[config.mk]
export PLATFORM = sky130hd
export DESIGN_NAME = tstamp_counter
export DESIGN_NICKNAME = d
export VERILOG_FILES = /design/src/rtl/tsc_pkg.sv /design/src/rtl/tsc_cfg_reg.sv /design/src/rtl/tsc_timebase.sv /design/src/rtl/tsc_accum.sv /design/src/rtl/tstamp_counter.sv
export SDC_FILE = /design/constraint.sdc
export NUM_CORES = 1
export LEC_CHECK = 0
export ABC_AREA = 1
export CAP_MARGIN = 20
export CORE_MARGIN = 3
export CORE_UTILIZATION = 49
export DETAILED_ROUTE_END_ITERATION = 7
export GPL_ROUTABILITY_DRIVEN = 1
export GPL_TIMING_DRIVEN = 0
export HOLD_SLACK_MARGIN = 0.1
export PLACE_DENSITY = 0.75
export SYNTH_ARGS = -nofsm -noshare
export SYNTH_HDL_FRONTEND = slang
export SYNTH_SLANG_ARGS = --single-unit
[constraint.sdc]
create_clock -name clk -period 2.9 [get_ports clk]
set_input_delay 0.725 -clock clk [delete_from_list [all_inputs] [get_ports clk]]
set_output_delay 0.725 -clock clk [all_outputs]
set_load 0.03 [all_outputs]
[src/rtl/tsc_pkg.sv]
package tsc_pkg;

  localparam logic [11:0] CFG_OFS = 12'h600;
  localparam logic [11:0] CNT_OFS = 12'h602;
  localparam int unsigned SRC_MAX = 2;
  localparam int unsigned HOLD_BIT = 8;

  typedef enum logic [1:0] {
    TB_NS = 2'd0,
    TB_US = 2'd1,
    TB_MS = 2'd2
  } tb_sel_e;

  typedef struct packed {
    logic    hold;
    tb_sel_e src;
  } tsc_cfg_t;

endpackage

[src/rtl/tsc_cfg_reg.sv]
module tsc_cfg_reg
  import tsc_pkg::*;
(
  input  logic        clk,
  input  logic        rst_n,
  input  logic        cfg_wr,
  input  logic [31:0] wdata,
  output tsc_cfg_t    cfg
);

  logic accept;

  // only legal timebase codes are taken; otherwise the whole word is dropped
  assign accept = cfg_wr && (wdata[7:0] <= 8'(SRC_MAX));

  always_ff @(posedge clk) begin
    if (!rst_n) begin
      cfg.hold <= 1'b0;
      cfg.src  <= TB_NS;
    end else if (accept) begin
      cfg.hold <= wdata[HOLD_BIT];
      cfg.src  <= tb_sel_e'(wdata[1:0]);
    end
  end

  AST_SRC_LEGAL: assert property (@(posedge clk) disable iff (!rst_n)
    cfg.src != 2'd3);

  AST_BAD_SRC_IGNORED: assert property (@(posedge clk) disable iff (!rst_n)
    (cfg_wr && wdata[7:0] > 8'(SRC_MAX)) |=> $stable(cfg));

endmodule

[src/rtl/tsc_timebase.sv]
module tsc_timebase #(
  parameter int unsigned CYC_PER_US = 50,
  parameter int unsigned US_PER_MS  = 1000
) (
  input  logic clk,
  input  logic rst_n,
  input  logic clear,
  output logic us_tick,
  output logic ms_tick
);

  localparam int unsigned US_W = (CYC_PER_US > 1) ? $clog2(CYC_PER_US) : 1;
  localparam int unsigned MS_W = (US_PER_MS > 1) ? $clog2(US_PER_MS) : 1;

  generate
    if (CYC_PER_US > 1) begin : g_us_div
      logic [US_W-1:0] us_cnt;
      assign us_tick = (us_cnt == US_W'(CYC_PER_US - 1));
      always_ff @(posedge clk) begin
        if (!rst_n || clear)  us_cnt <= '0;
        else if (us_tick)     us_cnt <= '0;
        else                  us_cnt <= us_cnt + 1'b1;
      end
      AST_US_SPACING: assert property (@(posedge clk) disable iff (!rst_n)
        us_tick |=> !us_tick);
    end else begin : g_us_pass
      assign us_tick = !clear;
    end

    if (US_PER_MS > 1) begin : g_ms_div
      logic [MS_W-1:0] ms_cnt;
      logic            ms_wrap;
      assign ms_wrap = (ms_cnt == MS_W'(US_PER_MS - 1));
      assign ms_tick = us_tick && ms_wrap;
      always_ff @(posedge clk) begin
        if (!rst_n || clear)  ms_cnt <= '0;
        else if (ms_tick)     ms_cnt <= '0;
        else if (us_tick)     ms_cnt <= ms_cnt + 1'b1;
      end
    end else begin : g_ms_pass
      assign ms_tick = us_tick;
    end
  endgenerate

  AST_MS_NEEDS_US: assert property (@(posedge clk) disable iff (!rst_n)
    ms_tick |-> us_tick);

endmodule

[src/rtl/tsc_accum.sv]
module tsc_accum
  import tsc_pkg::*;
#(
  parameter int unsigned CNT_W   = 32,
  parameter int unsigned NS_STEP = 20
) (
  input  logic             clk,
  input  logic             rst_n,
  input  tsc_cfg_t         cfg,
  input  logic             us_tick,
  input  logic             ms_tick,
  output logic [CNT_W-1:0] count
);

  localparam logic [CNT_W-1:0] STEP = CNT_W'(NS_STEP);

  logic [CNT_W-1:0] incr;

  always_comb begin
    incr = '0;
    unique case (cfg.src)
      TB_NS:   incr = STEP;
      TB_US:   incr = us_tick ? CNT_W'(1) : '0;
      TB_MS:   incr = ms_tick ? CNT_W'(1) : '0;
      default: incr = '0;
    endcase
  end

  always_ff @(posedge clk) begin
    if (!rst_n || cfg.hold) count <= '0;
    else                    count <= count + incr;
  end

  AST_HOLD_ZERO: assert property (@(posedge clk) disable iff (!rst_n)
    cfg.hold |=> count == '0);

  AST_NS_STEP: assert property (@(posedge clk) disable iff (!rst_n)
    (!cfg.hold && cfg.src == TB_NS) |=> count == $past(count) + STEP);

  AST_US_QUIET: assert property (@(posedge clk) disable iff (!rst_n)
    (!cfg.hold && cfg.src == TB_US && !us_tick) |=> $stable(count));

  AST_MS_QUIET: assert property (@(posedge clk) disable iff (!rst_n)
    (!cfg.hold && cfg.src == TB_MS && !ms_tick) |=> $stable(count));

endmodule

[src/rtl/tstamp_counter.sv]
module tstamp_counter
  import tsc_pkg::*;
#(
  parameter int unsigned ADDR_W     = 12,
  parameter int unsigned CNT_W      = 32,
  parameter int unsigned NS_STEP    = 20,
  parameter int unsigned CYC_PER_US = 50,
  parameter int unsigned US_PER_MS  = 1000
) (
  input  logic              clk,
  input  logic              rst_n,
  input  logic              wr_en,
  input  logic              rd_en,
  input  logic [ADDR_W-1:0] addr,
  input  logic [31:0]       wdata,
  output logic [31:0]       rdata
);

  localparam logic [ADDR_W-1:0] A_CFG = ADDR_W'(CFG_OFS);
  localparam logic [ADDR_W-1:0] A_CNT = ADDR_W'(CNT_OFS);

  tsc_cfg_t         cfg;
  logic             us_tick;
  logic             ms_tick;
  logic [CNT_W-1:0] count;
  logic [31:0]      rd_mux;
  logic             hit_cfg;
  logic             hit_cnt;

  assign hit_cfg = (addr == A_CFG);
  assign hit_cnt = (addr == A_CNT);

  tsc_cfg_reg u_cfg (
    .clk    (clk),
    .rst_n  (rst_n),
    .cfg_wr (wr_en && hit_cfg),
    .wdata  (wdata),
    .cfg    (cfg)
  );

  tsc_timebase #(
    .CYC_PER_US (CYC_PER_US),
    .US_PER_MS  (US_PER_MS)
  ) u_tb (
    .clk     (clk),
    .rst_n   (rst_n),
    .clear   (cfg.hold),
    .us_tick (us_tick),
    .ms_tick (ms_tick)
  );

  tsc_accum #(
    .CNT_W   (CNT_W),
    .NS_STEP (NS_STEP)
  ) u_acc (
    .clk     (clk),
    .rst_n   (rst_n),
    .cfg     (cfg),
    .us_tick (us_tick),
    .ms_tick (ms_tick),
    .count   (count)
  );

  always_comb begin
    rd_mux = '0;
    if (hit_cfg) begin
      rd_mux[HOLD_BIT] = cfg.hold;
      rd_mux[1:0]      = cfg.src;
    end else if (hit_cnt) begin
      rd_mux = 32'(count);
    end
  end

  always_ff @(posedge clk) begin
    if (!rst_n)     rdata <= '0;
    else if (rd_en) rdata <= rd_mux;
  end

  AST_UNMAPPED_ZERO: assert property (@(posedge clk) disable iff (!rst_n)
    (rd_en && !hit_cfg && !hit_cnt) |=> rdata == '0);

  AST_RDATA_HOLD: assert property (@(posedge clk) disable iff (!rst_n)
    !rd_en |=> $stable(rdata));

  AST_CNT_WR_IGNORED: assert property (@(posedge clk) disable iff (!rst_n)
    (wr_en && !hit_cfg) |=> $stable(cfg));

endmodule

==> run_results.csv <==
group,metric,value,unit
outcome,status,"finished, final reports clean",
floorplanning,start_util,51.84,%
detailed_routing,drt_wl_total,9222,um
sta,worst_pin_slew,0.6941,ns
clocking,insertion_delay,0.35,ns
sta,setup_viol,0,
critical_path,crit_slowest_cell,"dfxtp_1",
grt,grt_util_met2,35.64,%
logic_synthesis,ys_ff_latch,83,
clocking,path_clk_slew,0.09,ns
grt,grt_max_degree,16,
run,drv_cap,0,
sta,rsz0062_at_grt,"false",
power_and_ir_drop,sw_frac_of_total,23.87,%
grt,met1_usage,25.40,%
logic_synthesis,synth_area_per_cell,6.827,sq um
grt,antenna_found_initial,0,
logic_synthesis,synthDistinctLibCells,31,
floorplanning,die_w,97.81,um
logic_synthesis,synth_seq_area_share,40.23,%
critical_path,setup.worst_path.class,"flip-flop to flip-flop",
worst_hold_path,hp-class,"flip-flop to flip-flop",
grt,grt_use_met3,3.571,%
sta,hold_viol,0,
logic_synthesis,synthesis.nets,661,
detailed_routing,drtPass1Iterations,4,
power_and_ir_drop,ir_drop,375.9,uV
power_and_ir_drop,seqPwrFrac,51.2,%
sta,fin_setup_tns,0,ns
critical_path,r2r_setup_slack,0.36,ns
critical_path,cpPeakStageDelay,0.41,ns
floorplanning,core-area,7968,sq um
grt,grt_overflow,0,
finish,area_growth,22.11,%
critical_path,path_max_fanout,10,
logic_synthesis,ys_warn_count,0,
placed_design,place_inst,762,
clocking,htreeDepth,3,
detailed_routing,wl_per_cell,11.85,um
logic_synthesis,synth.cell_area,4130,sq um
power_and_ir_drop,pwr-share-comb,6.2,%
clocking,cts_root_buffer,"clkbuf_8",
grt,grt-busiest-layer,"met2",
grt,track_usage,20.32,%
clocking,clock-sinks,83,
power_and_ir_drop,power_switching,0.5423,mW
power_and_ir_drop,p_leak,1.885,nW
clocking,post_cts_resized,0,
sta,relSlewSlack,53.73,%
power_and_ir_drop,clockPowerShare,42.6,%
grt,grt_pass1_vias,3704,
clocking,cts_tree,"done",
placed_design,io_buffers,55,
detailed_routing,drtAntennaViolNets,0,
placed_design,place_hpwl,6970,um
critical_path,start_kind,"flip-flop",
critical_path,timing.critical_path.mode_cell,"ha_1",
power_and_ir_drop,p_per_area,450.4,nW/um^2
sta,report.final.slew_viol_count,0,
finish,antenna_cells,0,
clocking,numCtsBuffers,9,
detailed_routing,drc,0,
finish,drive_gt1_share,10.65,%
floorplanning,die_h,97.81,um
floorplanning,die_area,9567,sq um
sta,fin_crit,2.541,ns
floorplanning,std_cell_rows,32,
sta,timing.final.crit_share,87.61,%
power_and_ir_drop,power,2.272,mW
critical_path,cp_cell_sequence,"ha_1 -> nand4_4 -> nor2_1 -> o21ai_0 -> a21oi_1 -> ha_1 -> ha_1 -> nand3_1 -> nand2_1 -> nand2_1 -> nand2_2 -> nand3_1 -> o21bai_1 -> nor2_1",
clocking,clockBufferDepth,2,
detailed_routing,routed-via-count,3904,
critical_path,end_kind,"flip-flop",
floorplanning,num_io_pins,80,
sta,finClkSkew,0.009879,ns
clocking,cts_setup_buffers,0,
logic_synthesis,synthCells,605,
critical_path,worstPathRequired,3.16,ns
power_and_ir_drop,power.internal,1.729,mW
grt,grt_pass1_wl,16420,um
placed_design,gp_congestion,0.9335,
finish,layout.cells.non_filler,778,
finish,final_util,63.30,%
clocking,cts_hold_buf,0,
sta,max_freq,393.6,MHz
detailed_routing,routed_via_density,5.018,
detailed_routing,drt_iter0_markers,235,
finish,final_nets,727,
critical_path,critPathArrivalTime,2.80,ns
power groups by stage:
stage                     clock, mW  sequential (mW)  combinational [mW]
final                         0.968             1.16               0.140
after global routing           1.03             1.17               0.158
after CTS                     0.981             1.16               0.141
after detailed placement          0             1.19               0.140
after global placement            0             1.19               0.137
after floorplan                   0             1.19              0.0790
area by class of cell:
| type | instances | area [sq um] |
|---|---|---|
| Timing Repair Buffer | 55 | 550.5 |
| Sequential cell | 83 | 1662 |
| Fill cell | 742 | 2924 |
| Buffer | 12 | 72.57 |
| Multi-Input combinational cell | 450 | 2171 |
| Inverter | 60 | 225.2 |
| Clock inverter | 6 | 97.59 |
| Tap cell | 102 | 127.6 |
| Clock buffer | 10 | 137.6 |
flip-flops by register name, indices dropped and copies added (netlist names):
register              count
u_tb.g_ms_div.ms_cnt     10
u_acc.count              32
u_tb.g_us_div.us_cnt      6
u_cfg.cfg                 3
rdata                    32
routing by layer:
layer  part of all wire, %  wire length (um)
met5                     0                 0
met4                   1.5               136
met3                   4.6               426
met2                    50              4579
met1                    44              4080
worst max-delay path: cells and delay by family (launching register included):
kind                       cells  cell delay, ns
AOI/OAI and AO/OA              3            0.39
and+or+nand+nor                8            0.99
adders and majority gates      3            0.66
DFF                            1            0.41
cells in the final DEF (no fill, tap or decap):
cell type	Yosys	layout
a21oi_1	47	47
a21oi_2	10	10
buf_1	2	2
buf_2	4	4
buf_4	1	1
buf_6	1	1
buf_8	1	1
bufinv_16	0	2
clkbuf_1	3	3
clkbuf_8	0	10
clkdlybuf4s50_1	0	55
clkinv_1	1	1
clkinv_4	0	3
dfxtp_1	83	83
ha_1	8	8
inv_1	55	55
inv_2	4	4
inv_8	0	1
nand2_1	189	189
nand2_2	16	16
nand3_1	39	39
nand3b_1	6	6
nand4_1	5	5
nand4_2	2	2
nand4_4	1	1
nor2_1	85	85
nor2_2	10	10
nor2_4	5	5
nor3_1	5	5
nor3_4	1	1
nor3b_1	2	2
o21a_1	1	1
o21ai_0	10	10
o21bai_1	1	1
xnor2_1	3	3
xor2_1	4	4
cells by family after synthesis:
kind of cell / synth area share (%)
buffers and inverters: 7.210
XOR/XNOR: 1.484
adder cells (fa/ha/maj): 2.424
AND/OR/NAND/NOR: 39.26
flip-flops: 40.23
AO/OA/AOI/OAI: 9.391
synth_stat cells, drive strengths merged:
cell      n  area [sq um]
nand3    39         195.2
buf       9         61.31
nand2   205         809.5
xnor2     3         26.28
xor2      4         35.03
o21bai    1         7.510
nand3b    6         45.04
clkinv    1         3.750
nand4     8         77.57
ha        8         100.1
o21a      1         7.510
inv      59         221.5
nor3b     2         15.01
nor2    100         437.9
o21ai    10         50.05
dfxtp    83          1662
a21oi    57         322.8
clkbuf    3         11.26
nor3      6         41.29
metrics by stage:
step	worst slack, ns	hold WS, ns	area [sq um]
after CTS	0.3407	0.4712	5044
final	0.3593	0.4659	5044
after global placement	0.4055	0.4536	4808
after global routing	0.07396	0.4842	5044
after detailed placement	0.3522	0.4597	4808
after floorplan	0.6733	0.4433	4130
path summary, 6_finish.rpt:
kind / depth (start not counted) / end / startpoint
worst max-delay path: 14 / u_acc.count[20] / u_tb.g_us_div.us_cnt[0]
worst min-delay path: 2 / rdata[2] / rdata[2]
worst max register to register: 14 / u_acc.count[20] / u_tb.g_us_div.us_cnt[0]
worst min register to register: 2 / rdata[2] / rdata[2]
No activity file was read; power rests on OpenSTA's default activity.
